`src/rtl/rxf_pkg.sv`:
```
package rxf_pkg;

    localparam int unsigned DA_BYTES  = 6;
    localparam int unsigned HASH_W    = 6;
    localparam int unsigned CRC_W     = 32;
    localparam logic [31:0] CRC_POLY  = 32'h04C1_1DB7;
    localparam logic [31:0] CRC_SEED  = 32'hFFFF_FFFF;

    typedef struct packed {
        logic              accept;
        logic              mcast;
        logic [HASH_W-1:0] hash;
        logic              odd;
        logic              too_long;
        logic              too_short;
    } rxf_status_t;

    // One byte through the CRC register, least significant data bit first.
    function automatic logic [CRC_W-1:0] crc_step(input logic [CRC_W-1:0] c,
                                                  input logic [7:0] d);
        logic [CRC_W-1:0] r;
        r = c;
        for (int b = 0; b < 8; b++) begin
            if (r[CRC_W-1] ^ d[b]) r = (r << 1) ^ CRC_POLY;
            else                   r = r << 1;
        end
        return r;
    endfunction

    // Byte select from the upper hash bits, bit select from the lower ones.
    function automatic logic table_bit(input logic [63:0] tbl,
                                       input logic [HASH_W-1:0] h);
        logic [7:0] sel;
        sel = tbl[{h[5:3], 3'b000} +: 8];
        return sel[h[2:0]];
    endfunction

endpackage

```
`src/rtl/rxf_crc_hash.sv`:
```
module rxf_crc_hash
    import rxf_pkg::*;
#(
    parameter int unsigned NBYTES = DA_BYTES
)(
    input  logic             clk,
    input  logic             rst,
    input  logic             beat,
    input  logic             start,
    input  logic [7:0]       data,
    output logic [CRC_W-1:0] crc_nxt,
    output logic             da_done_nxt,
    output logic             grp_nxt
);
    localparam int unsigned CW = $clog2(NBYTES + 1);

    logic [CRC_W-1:0] crc_q;
    logic [CW-1:0]    cnt_q, cnt_nxt, base_cnt;
    logic [CRC_W-1:0] base_crc;
    logic             grp_q;

    always_comb begin
        base_crc = start ? CRC_SEED : crc_q;
        base_cnt = start ? '0 : cnt_q;
        crc_nxt  = crc_q;
        cnt_nxt  = cnt_q;
        grp_nxt  = grp_q;
        if (beat) begin
            crc_nxt = base_crc;
            cnt_nxt = base_cnt;
            if (base_cnt < CW'(NBYTES)) begin
                crc_nxt = crc_step(base_crc, data);
                cnt_nxt = base_cnt + 1'b1;
            end
            if (start) grp_nxt = data[0];
        end
        da_done_nxt = (cnt_nxt == CW'(NBYTES));
    end

    always_ff @(posedge clk) begin
        if (rst) begin
            crc_q <= CRC_SEED;
            cnt_q <= '0;
            grp_q <= 1'b0;
        end else begin
            crc_q <= crc_nxt;
            cnt_q <= cnt_nxt;
            grp_q <= grp_nxt;
        end
    end

    // once the address is complete, later bytes leave the CRC alone
    p_crc_frozen_r6: assert property (@(posedge clk) disable iff (rst)
        (cnt_q == CW'(NBYTES) && !(beat && start)) |=> $stable(crc_q));

    // the address byte count never runs past the address length
    p_cnt_bound_r6: assert property (@(posedge clk) disable iff (rst)
        cnt_q <= CW'(NBYTES));

endmodule

```
`src/rtl/rxf_len_track.sv`:
```
module rxf_len_track #(
    parameter int unsigned LEN_W = 12
)(
    input  logic             clk,
    input  logic             rst,
    input  logic             beat,
    input  logic             start,
    output logic [LEN_W-1:0] len_nxt,
    output logic             odd_nxt
);
    localparam logic [LEN_W-1:0] LEN_MAX = '1;

    logic [LEN_W-1:0] len_q, base;
    logic             odd_q;

    always_comb begin
        base    = start ? '0 : len_q;
        len_nxt = len_q;
        odd_nxt = odd_q;
        if (beat) begin
            len_nxt = (base == LEN_MAX) ? base : base + 1'b1;
            odd_nxt = start ? 1'b1 : ~odd_q;
        end
    end

    always_ff @(posedge clk) begin
        if (rst) begin
            len_q <= '0;
            odd_q <= 1'b0;
        end else begin
            len_q <= len_nxt;
            odd_q <= odd_nxt;
        end
    end

    // the count only grows inside a frame
    p_len_monotonic_r4: assert property (@(posedge clk) disable iff (rst)
        (!start) |=> len_q >= $past(len_q));

    // a saturated count stays saturated until the next frame starts
    p_len_sat_r4: assert property (@(posedge clk) disable iff (rst)
        (len_q == LEN_MAX && !start) |=> len_q == LEN_MAX);

endmodule

```
`src/rtl/rx_frame_filter.sv`:
```
module rx_frame_filter
    import rxf_pkg::*;
#(
    parameter int unsigned LEN_W   = 12,
    parameter int unsigned MIN_LEN = 64,
    parameter int unsigned MAX_LEN = 1518
)(
    input  logic              clk,
    input  logic              rst,
    input  logic              in_valid,
    input  logic              in_sof,
    input  logic              in_eof,
    input  logic [7:0]        in_data,
    input  logic [63:0]       mcast_table,
    input  logic              other_accept,
    output logic              st_valid,
    output logic              st_accept,
    output logic              st_mcast,
    output logic [HASH_W-1:0] st_hash,
    output logic              st_odd,
    output logic              st_too_long,
    output logic              st_too_short
);
    logic             in_frame_q;
    logic             start, beat, last;
    logic [CRC_W-1:0] crc_nxt;
    logic             da_done_nxt, grp_nxt, odd_nxt;
    logic [LEN_W-1:0] len_nxt;
    rxf_status_t      stat_d, stat_q;
    logic             valid_q;

    assign start = in_valid && in_sof;
    assign beat  = in_valid && (in_sof || in_frame_q);
    assign last  = beat && in_eof;

    rxf_crc_hash #(.NBYTES(DA_BYTES)) u_hash (
        .clk(clk), .rst(rst), .beat(beat), .start(start), .data(in_data),
        .crc_nxt(crc_nxt), .da_done_nxt(da_done_nxt), .grp_nxt(grp_nxt)
    );

    rxf_len_track #(.LEN_W(LEN_W)) u_len (
        .clk(clk), .rst(rst), .beat(beat), .start(start),
        .len_nxt(len_nxt), .odd_nxt(odd_nxt)
    );

    always_comb begin
        stat_d.hash      = crc_nxt[CRC_W-1 -: HASH_W];
        stat_d.mcast     = grp_nxt;
        stat_d.odd       = odd_nxt;
        stat_d.too_long  = len_nxt > LEN_W'(MAX_LEN);
        stat_d.too_short = len_nxt < LEN_W'(MIN_LEN);
        stat_d.accept    = other_accept ||
                           (grp_nxt && da_done_nxt &&
                            table_bit(mcast_table, crc_nxt[CRC_W-1 -: HASH_W]));
    end

    always_ff @(posedge clk) begin
        if (rst) begin
            in_frame_q <= 1'b0;
            valid_q    <= 1'b0;
            stat_q     <= '0;
        end else begin
            if (last)       in_frame_q <= 1'b0;
            else if (start) in_frame_q <= 1'b1;
            valid_q <= last;
            if (last) stat_q <= stat_d;
        end
    end

    assign st_valid     = valid_q;
    assign st_accept    = stat_q.accept;
    assign st_mcast     = stat_q.mcast;
    assign st_hash      = stat_q.hash;
    assign st_odd       = stat_q.odd;
    assign st_too_long  = stat_q.too_long;
    assign st_too_short = stat_q.too_short;

    // status pulse follows a last byte taken inside a frame
    p_status_pulse_r1: assert property (@(posedge clk) disable iff (rst)
        st_valid |-> $past(in_valid && in_eof && (in_sof || in_frame_q)));

    // status pulse lasts a single cycle unless another frame ended
    p_status_single_r1: assert property (@(posedge clk) disable iff (rst)
        (st_valid && !(in_valid && in_eof)) |=> !st_valid);

    // a rejected frame had no accept from the other criteria
    p_reject_source_r8: assert property (@(posedge clk) disable iff (rst)
        (st_valid && !st_accept) |-> !$past(other_accept));

    // a frame cannot be both too short and too long
    p_len_flags_excl_r3: assert property (@(posedge clk) disable iff (rst)
        st_valid |-> !(st_too_long && st_too_short));

endmodule

```
`config.mk`:
```
export PLATFORM = sky130hd
export DESIGN_NAME = rx_frame_filter
export DESIGN_NICKNAME = d
export VERILOG_FILES = /design/src/rtl/rxf_pkg.sv /design/src/rtl/rxf_crc_hash.sv /design/src/rtl/rxf_len_track.sv /design/src/rtl/rx_frame_filter.sv
export SDC_FILE = /design/constraint.sdc
export NUM_CORES = 1
export LEC_CHECK = 0
export CORE_ASPECT_RATIO = 0.7
export CORE_UTILIZATION = 60
export CTS_BUF_LIST = sky130_fd_sc_hd__clkbuf_2
export DETAILED_ROUTE_END_ITERATION = 10
export DONT_BUFFER_PORTS = 1
export GPL_TIMING_DRIVEN = 0
export PLACE_DENSITY = 0.79
export SETUP_SLACK_MARGIN = 0.15
export SYNTH_ARGS = -nofsm -noshare
export SYNTH_HDL_FRONTEND = slang
export SYNTH_SLANG_ARGS = --single-unit
```
`constraint.sdc`:
```
create_clock -name clk -period 2.78 [get_ports clk]
set_input_delay 0 -clock clk [delete_from_list [all_inputs] [get_ports clk]]
set_output_delay 0 -clock clk [all_outputs]
set_load 0.005 [all_outputs]
```
==> impl_metrics.toml <==
[finish]
syn2layout_area_growth_pct = 13.2
layout_common_cells = "nor2_1 (90), xnor2_1 (66), dfxtp_1 (58), mux2i_1 (42), nand2_1 (34)"
fill_cells = 531
fin_cells = 648
drive_gt1_share_pct = 14.8
final_design_area_no_fill_sq_mm = 0.00493
diodes = 0
final_net_count = 629
post-route-util_pct = 71.6
final_common_cell = "nor2_1"

[status]
failed_checks = "setup timing"
outcome = "finished with violations"

[placement]
dpl.cell_count = 610
placed_area_sq_mm = 0.00448
place_hpwl_mm = 8.45
gp_congestion = 0.929
portBuffers = 0

[synthesis]
yosysTopAreaCellShare_pct = 28.5
async_flop_share_pct = 0
yosys_register_bits = 62
ys_seq_area_share_pct = 28.5
synthTopCellsByArea = "dfxtp_1 (29%), xnor2_1 (14%), mux2i_1 (9.9%)"
synth_cell_type_count = 56
synthCells = 516
synth_edf_count = 0
synth_nets = 596
yosys_warnings = 0
netlist_area_sq_mm = 0.00435
yosys.area.top_type = "dfxtp_1"
synth_area_per_cell_sq_um = 8.43
synth_ff_type = "dfxtp_1"

[route]
vias_per_cell = 6.27
wl_mm = 11.9
wl_per_cell_microns = 18.4
drt_iter0_markers = 387
via_count = 4061
drtPass1Iterations = 6
drtAntennaViolNets = 0
route.detailed.drc = 0

[floorplan]
die_h_microns = 73.3
io_pins = 90
die_w_microns = 104
rows = 25
start_util_pct = 63.2
die_area_sq_mm = 0.00760
core_area_sq_mm = 0.00688

[critical_path]
required_ns = 3.19
cp_max_fo = 6
worstSetupPathType = "flip-flop to flip-flop"
critPathArrivalTime_ns = 3.30
cp-end-kind = "flip-flop"
startpoint_type = "flip-flop"

[global_routing]
gr-usage-all-layers_pct = 31.7
gr-total-overflow = 0
grt_busiest_layer = "met2"
grt_util_met3_pct = 8.52
grtUsageMet2_pct = 52.2
use_met1_pct = 40.4
grt_pass1_wl_mm = 18.8
grt_pass1_vias = 3921
grt_antenna_before_repair = 0
grt_max_degree = 11

[power_and_ir_drop]
comb_power_share_pct = 49.7
cellPowerDensity_mw_per_mm2 = 601
irDropWorstVdd_uv = 290
switching_share_pct = 39.7
p_seq_share_pct = 34.7
clkPwrFrac_pct = 15.6
p_sw_uw = 1180
finalPower_uw = 2960
p_leak_uw = 0.00200
p_int_uw = 1790

[min_path]
hp-class = "input pin to flip-flop"

[timing]
finalMaxSlewViolations = 0
clock.fmax_ghz = 0.346
min_period_ns = 2.89
clock_skew_ns = 0.0187
slew_headroom_pct = 46.7
finalHoldViolations = 0
rsz0062_at_grt = "true"
finalWorstSetupSlack_ns = -0.109
worst_pin_slew_ns = 0.792
period_share_pct = 104
setup_viol_count_final = 1

[job]
cap_violations = 0

[clock_network]
cts.sinks = 62
clk-insertion-delay-late_ns = 0.55
path_clk_slew_ns = 0.17
h-tree-depth = 3
ctsRootBufferMaster = "clkbuf_2"
cts_buffer_depth = 2
cts_tree = "yes"
cts_buffers = 9
worst paths after layout:
path                                        from              end  slack [ns]  cells after the start
worst min register to register   u_hash.crc_q[3]  u_hash.crc_q[3]        0.48                      1
worst max register to register  u_hash.crc_q[31]        st_accept       -0.11                     10
worst min-delay path                    in_valid  u_hash.cnt_q[1]        0.05                      5
worst max-delay path            u_hash.crc_q[31]        st_accept       -0.11                     10
worst max-delay path, cell delays in order, from the launching register on:
cell and delay [ns]:
dfxtp_2 0.35, buf_6 0.13, xor3_1 0.38, or3_4 0.37
a31oi_4 0.27, buf_8 0.17, mux2_2 0.35, o2111ai_2 0.17
o2111ai_1 0.14, o211ai_1 0.30, o32ai_2 0.12
metrics by stage:
stage | hold WS (ns) | TNS, ns | worst slack [ns]
global placement | 0.217 | -1.21 | -0.279
finish | 0.0481 | -0.109 | -0.109
floorplan | 0.206 | 0 | 0.155
CTS | 0.0144 | -0.0671 | -0.0671
detailed placement | 0.256 | -1.54 | -0.382
global route | 0.0850 | -0.220 | -0.220
metal layers:
layer | routed length (microns) | part of all wire, %
met5 | 0 | 0
met1 | 5180 | 43
met4 | 257 | 2.2
met3 | 1050 | 8.8
met2 | 5430 | 46
power groups by stage:
stage | sequential [uW] | combinational, uW | clock, uW
after global routing | 1040 | 1580 | 497
after CTS | 1030 | 1410 | 460
final | 1030 | 1470 | 461
after global placement | 1040 | 1290 | 0
after detailed placement | 1040 | 1320 | 0
after floorplan | 1030 | 1110 | 0
synth_stat cells, drive strengths merged, types with 5 or more instances:
| cell | count |
|---|---|
| a211o | 23 |
| a211oi | 5 |
| a21oi | 19 |
| and2 | 8 |
| buf | 20 |
| clkbuf | 19 |
| dfxtp | 62 |
| mux2 | 7 |
| mux2i | 43 |
| nand2 | 35 |
| nand3 | 6 |
| nand4 | 6 |
| nor2 | 91 |
| nor3 | 9 |
| o21ai | 14 |
| or2 | 5 |
| xnor2 | 71 |
| xor2 | 23 |
flip-flops by register name, indices dropped and copies added (netlist names):
signal,cells
in_frame_q,1
st_accept,1
st_hash,6
st_mcast,1
st_odd,1
st_too_long,1
st_too_short,1
st_valid,1
u_hash.cnt_q,3
u_hash.crc_q,32
u_hash.grp_q,1
u_len.len_q,12
u_len.odd_q,1
layout make-up:
class / count / area (sq um) / area share [%]
Buffer: 39 / 213 / 4.32
Inverter: 2 / 7.51 / 0.152
Clock buffer: 11 / 55.1 / 1.12
Multi-Input combinational cell: 413 / 3030 / 61.6
Clock inverter: 5 / 26.3 / 0.533
Sequential cell: 62 / 1250 / 25.3
Timing Repair Buffer: 22 / 228 / 4.62
Tap cell: 94 / 118 / 2.39
cells by family (layout without fill, tap and decap cells):
kind of cell    count (synthesis)  in the layout  share of synthesized area, %
compound gates                 88             88                          15.3
xor+xnor                       97             97                          21.0
fa+ha+maj                       2              2                         0.575
buf+inv                        41             79                          4.66
flops                          62             62                          28.5
mux                            50             50                          11.7
simple gates                  176            176                          18.3
timing repair:
item                                    CTS  global route
endpoints found under the hold margin    24             0
hold buffers                             14             0
pin swaps                                 3             3
endpoints found under the setup margin    2            23
gates cloned                              1             0
setup buffers                             4             3
gates resized for setup                  17            25
(Power assumes the default switching activity.)
